<file path="config.mk">
export PLATFORM = sky130hd
export DESIGN_NAME = comm_watchdog
export DESIGN_NICKNAME = d
export VERILOG_FILES = /design/src/rtl/comm_watchdog_pkg.sv /design/src/rtl/comm_watchdog_count.sv /design/src/rtl/comm_watchdog_ctrl.sv /design/src/rtl/comm_watchdog.sv
export SDC_FILE = /design/constraint.sdc
export NUM_CORES = 1
export LEC_CHECK = 0
export BUFFER_PORTS_ARGS = -buffer_cell sky130_fd_sc_hd__buf_4
export CAP_MARGIN = 5
export CORE_MARGIN = 4
export CORE_UTILIZATION = 59
export DETAILED_ROUTE_END_ITERATION = 8
export GPL_TIMING_DRIVEN = 0
export PLACE_DENSITY = 0.8
export SLEW_MARGIN = 20
export SYNTH_ARGS = -nofsm -noshare
export SYNTH_HDL_FRONTEND = slang
export SYNTH_HIERARCHICAL = 1
export SYNTH_SLANG_ARGS = --single-unit
export TNS_END_PERCENT = 30
</file>
<file path="constraint.sdc">
create_clock -name clk -period 3 [get_ports clk]
set_input_delay 0.9 -clock clk [delete_from_list [all_inputs] [get_ports clk]]
set_output_delay 0.9 -clock clk [all_outputs]
set_load 0.01 [all_outputs]
</file>
<file path="src/rtl/comm_watchdog_pkg.sv">
package comm_watchdog_pkg;
  // strobes from control to the cycle counter
  typedef struct packed {
    logic clrCnt;
    logic incCnt;
  } wd_strobe_t;
endpackage

</file>
<file path="src/rtl/comm_watchdog_count.sv">
module comm_watchdog_count
  import comm_watchdog_pkg::*;
#(
  parameter int unsigned LIMIT = 100
) (
  input  logic       clk,
  input  logic       rstN,
  input  wd_strobe_t strobe,
  output logic       atLimit
);
  localparam int unsigned CW = (LIMIT < 1) ? 1 : $clog2(LIMIT + 1);
  localparam logic [CW-1:0] LIM = CW'(LIMIT);

  logic [CW-1:0] cnt;

  always_ff @(posedge clk or negedge rstN) begin
    if (!rstN) cnt <= '0;
    else if (strobe.clrCnt) cnt <= '0;
    else if (strobe.incCnt) cnt <= cnt + 1'b1;
  end

  assign atLimit = (cnt == LIM);
endmodule

</file>
<file path="src/rtl/comm_watchdog_ctrl.sv">
module comm_watchdog_ctrl
  import comm_watchdog_pkg::*;
(
  input  logic       clk,
  input  logic       rstN,
  input  logic       wdEnable,
  input  logic       kick,
  input  logic       atLimit,
  output wd_strobe_t strobe,
  output logic       resetReq
);
  logic armed;
  logic fire;

  // a restart always beats the timeout; a low enable beats both
  assign fire          = wdEnable && armed && !kick && atLimit;
  assign strobe.clrCnt = !wdEnable || kick || fire;
  assign strobe.incCnt = wdEnable && armed && !kick && !atLimit;

  always_ff @(posedge clk or negedge rstN) begin
    if (!rstN) begin
      armed    <= 1'b0;
      resetReq <= 1'b0;
    end else begin
      armed    <= wdEnable && (kick || (armed && !fire));
      resetReq <= fire;
    end
  end
endmodule

</file>
<file path="src/rtl/comm_watchdog.sv">
module comm_watchdog
  import comm_watchdog_pkg::*;
#(
  parameter int unsigned CLK_FREQ_HZ = 200_000_000,
  parameter int unsigned TIMEOUT_MS  = 40
) (
  input  logic clk,
  input  logic rstN,
  input  logic wdEnable,
  input  logic dexgSeen,
  input  logic wparSeen,
  output logic wdResetReq
);
  localparam longint unsigned LIMIT_L =
    longint'(TIMEOUT_MS) * longint'(CLK_FREQ_HZ) / 64'd1000;
  localparam int unsigned LIMIT = int'(LIMIT_L);

  wd_strobe_t strobe;
  logic       atLimit;
  logic       kick;

  assign kick = dexgSeen || wparSeen;

  comm_watchdog_ctrl ctrl_i (
    .clk      (clk),
    .rstN     (rstN),
    .wdEnable (wdEnable),
    .kick     (kick),
    .atLimit  (atLimit),
    .strobe   (strobe),
    .resetReq (wdResetReq)
  );

  comm_watchdog_count #(.LIMIT(LIMIT)) count_i (
    .clk     (clk),
    .rstN    (rstN),
    .strobe  (strobe),
    .atLimit (atLimit)
  );
endmodule

</file>
After elaboration in Yosys (flattened, before gate mapping)
Cells that the tools add are included.
{"block": "op_classes", "n_bitwise": 0, "reduce_logical": 15, "shifts": 0, "add_sub_neg": 1, "magnitude_cmp": 0, "n_eq_ne": 1, "n_mux": 2, "div_mod_pow": 0, "n_mul": 0}
{"op": "$mux 23", "count": 2}
{"op": "$add 23x1->23 const B", "count": 1}
{"op": "$eq 23x23->1 const B", "count": 1}
{"op": "$logic_and 1x1->1", "count": 6}
{"op": "$logic_not 1->1", "count": 4}
{"op": "$logic_or 1x1->1", "count": 4}
{"op": "$reduce_bool 2->1", "count": 1}
{"block": "totals", "word_cells": 22, "out_inout_bits": 1, "memories": 0, "romBits": 0, "mem_bits_rw": 0, "latchBits": 0, "regBits": 25}

Longest topological paths before layout
{"block": "depth", "word_depth": 8, "ltp_mapped": 13, "depth_no_buf": 11}

Cells and area by module
The synthesis kept the hierarchy.
{"module": "comm_watchdog_count", "seq_area_each_um2": 575.6, "n_inst": 1, "area_each_um2": 1275.0, "cells_per_inst": 130}
{"module": "comm_watchdog_ctrl", "seq_area_each_um2": 50.0, "n_inst": 1, "area_each_um2": 100.1, "cells_per_inst": 9}
{"module": "comm_watchdog", "seq_area_each_um2": 0.0, "n_inst": 1, "area_each_um2": 6.3, "cells_per_inst": 1}

Worst setup path after synthesis
No wires, ideal clock.
{"block": "synth_path", "path_type": "input to register", "startpoint": "input port wparSeen", "endpoint": "register count_i.cnt[20]", "t_arrival_ns": 2.553, "setup_ns": 0.078, "cell_stages": 8, "slack_ns": 0.370, "cell_sequence": "or2_1 -> nor2b_4 -> and3b_1 -> buf_6 -> o2111a_2 -> nand3_2 -> or4_1 -> a21oi_1"}
{"item": "from (decl)", "line_no": "comm_watchdog.sv:11", "rtl": "input logic wparSeen,"}
{"item": "to (signal assigned)", "line_no": "comm_watchdog_count.sv:19", "rtl": "else if (strobe.incCnt) cnt <= cnt + 1'b1;"}
{"item": "to (decl)", "line_no": "comm_watchdog_count.sv:14", "rtl": "logic [CW-1:0] cnt;"}

==> impl_metrics.toml <==
[critical_path]
critical_path.max_fanout = 10
setup.worst_path.start_class = "register"
crit_type = "register to register"
crit_arrival_ns = 2.97
endpoint_kind = "register"
required_ns = 3.20

[sta]
layout_min_cycle_time_ns = 2.772
clock.fmax_mhz = 360.7
fin_crit_sh = 0.9240
relSlewSlack = 0.7260
final_hold_viol_count = 0
tightest_slew_ns = 0.4111
rsz0062_at_grt = "no"
slew_violations = 0
clock_skew_ns = 0.005768
finalSetupViolCount = 0
tns_ns = 0

[drt]
drt-total-wl_um = 2710
drcViolationCount = 0
via_per_inst = 6.333
via_count = 1121
drt_iter0_drc = 43
first_pass_iters = 4
drt-wirelength-per-cell_um = 15.31
drtAntennaViolNets = 0

[floorplanning]
start_util = 0.6244
die_w_um = 56.39
ioPinCount = 6
die_y_um = 56.39
rows = 17
dieArea_sq_um = 3179
coreArea_sq_um = 2212

[clock_tree]
cts_resized = 0
cts_inserted_buffers = 3
cts_tree = "built"
cts_hold_buf = 0
cts_max_path_buffers = 2
cts_root_buf = "clkbuf_4"
postCtsSetupRepairBufs = 0
cts_sinks = 25
h-tree-depth = 1
insertion_delay_ns = 0.32
clkTransAtPathRegs_ns = 0.14

[grt]
first_global_vias = 1127
antenna_found_initial = 0
grt_max_degree = 26
grtUsageTotal = 0.1908
grt.overflow.total = 0
grt_pass1_wl_um = 4823

[yosys]
synth-seq-cells = 25
netlist.area_leader.share = 0.4529
syn_inst = 140
synth_area_leaders = "dfrtp_1, xor2_1, a21oi_1, nor2_1, nand2_1"
syn_nets = 147
seq_area_frac_synth = 0.4529
yosys.area.top_type = "dfrtp_1"
ys_warn_count = 6
synthesis.area_sq_um = 1381
ys_types = 38
post_synth.cell_area_avg_sq_um = 9.867

[final_layout]
n_fill_cell = 167
drive_above_1_share = 0.1678
synthToLayoutAreaGrowth_pct = 9.149
nets = 157
n_antenna_cell = 0

[power]
power.total_uw = 513.2
ir_worst_vdd_mv = 0.2675
powerDensity_nw_per_um2 = 340.4
p_leak_nw = 0.5613

[placement]
portBuffers = 5
gp_routability_congestion = 0.8163
dp.final_hpwl_um = 1985

[min_path]
hold_class = "input port to asynchronous set/reset pin"

[flow_run]
max_cap_violations = 0

[status]
status = "completed"
final timing paths:
path,from,endpoint,slack [ns],cells past startpoint
setup / recovery,count_i/cnt[6]$_DFFE_PN0P_,count_i/cnt[21]$_DFFE_PN0P_,0.23,12
hold / removal,rstN,ctrl_i/resetReq$_DFF_PN0_,0.45,1
setup reg to reg,count_i/cnt[6]$_DFFE_PN0P_,count_i/cnt[21]$_DFFE_PN0P_,0.23,12
hold reg to reg,count_i/cnt[22]$_DFFE_PN0P_,count_i/cnt[22]$_DFFE_PN0P_,0.57,2
max in group asynchronous,rstN,count_i/cnt[6]$_DFFE_PN0P_,2.29,1
min in group clk,count_i/cnt[22]$_DFFE_PN0P_,count_i/cnt[22]$_DFFE_PN0P_,0.57,2
sequential cells by signal, indices dropped and copies added, names as in the netlist:
register         count
ctrl_i/resetReq      1
ctrl_i/armed         1
count_i/cnt         23
per-layer routing:
metal,vias to the layer above,track usage,share of wire
li1,540,-,-
met1,537,0.2394,0.44
met2,42,0.3205,0.50
met3,2,0.03218,0.049
met4,0,0.08475,0.0085
met5,-,0,0
cells by family (layout without fill, tap and decap cells):
logic type,count (synthesis),after routing,share of synthesized area
XOR/XNOR,11,11,0.06974
AO/OA/AOI/OAI,26,26,0.1187
adder cells (fa/ha/maj),2,2,0.01811
multiplexers,1,1,0.007247
buffers and inverters,9,18,0.04528
flip-flops,25,25,0.4529
AND/OR/NAND/NOR,66,66,0.2880
per-stage QoR:
stage | cell area, sq um | util | worst slack (ns) | std cells | hold WS (ns)
2_1_floorplan | 1381 | - | 0.3697 | 140 | 0.5095
3_3_place_gp | 1454 | 0.6572 | 0.1416 | 173 | 0.5315
3_5_place_dp | 1454 | 0.6572 | 0.09202 | 173 | 0.5523
4_1_cts | 1480 | 0.6691 | 0.1352 | 177 | 0.4525
5_1_grt | 1508 | 0.6816 | 0.001347 | 177 | 0.4435
6_report | 1508 | 0.6816 | 0.2280 | 177 | 0.4458
cells in the mapped netlist (all sizes together):
| cell | count |
|---|---|
| o31ai | 4 |
| o2111ai | 1 |
| or2 | 1 |
| buf | 3 |
| ha | 2 |
| or4 | 4 |
| and4 | 4 |
| and3b | 1 |
| a21oi | 11 |
| dfrtp | 25 |
| nand4 | 7 |
| nor4b | 1 |
| dlygate4sd1 | 1 |
| nor3 | 1 |
| nor2b | 2 |
| o21ai | 5 |
| nor2 | 13 |
| nand3 | 6 |
| o41ai | 2 |
| mux2i | 1 |
| xnor2 | 4 |
| o2111a | 1 |
| or4b | 2 |
| xor2 | 7 |
| and3 | 4 |
| nor4 | 4 |
| or3 | 5 |
| inv | 3 |
| nand2 | 11 |
| o21a | 2 |
| clkbuf | 2 |
critical path, stage by stage, from the launching register on:
cell and delay [ns]:
dfrtp_2 0.46, nor4_2 0.27, nand4_1 0.18, nor4_2 0.20, and3_4 0.24, nand2_1 0.05, nand2_1 0.07, buf_6 0.12
o21a_1 0.19, nand4_2 0.19, buf_6 0.20, o41ai_1 0.35, a21oi_1 0.12
where the power goes:
part           total [mW]  switching, mW  internal [mW]
clock network       0.152          0.100         0.0521
registers           0.339       0.000939          0.338
logic              0.0223         0.0137        0.00855
total               0.513          0.115          0.399
cell usage in the layout, fill, tap and decap left out, types with 2 or more instances in the layout:
master	count
nand3_1	5
buf_6	3
and3_2	2
and4_1	3
buf_4	5
o31ai_1	4
o41ai_1	2
xnor2_1	4
inv_1	3
a21oi_1	11
nand4_1	6
dfrtp_1	23
nor4_1	2
clkbuf_4	3
dfrtp_2	2
nand2_1	10
or3_1	5
or4b_1	2
xor2_1	7
o21a_1	2
or4_1	4
clkbuf_1	2
o21ai_0	5
nor4_2	2
nor2_1	13
ha_1	2
layout make-up:
| class | count | area (sq um) | share of cell area |
|---|---|---|---|
| inverters | 3 | 11.26 | 0.007469 |
| plain buffers | 6 | 51.30 | 0.03402 |
| flip-flops and latches | 25 | 628.1 | 0.4166 |
| multi-input cells | 106 | 718.2 | 0.4763 |
| well taps | 28 | 35.03 | 0.02324 |
| repair buffers | 5 | 37.54 | 0.02490 |
| clock buffers | 4 | 26.28 | 0.01743 |
Power figures use the tool's default switching activity.
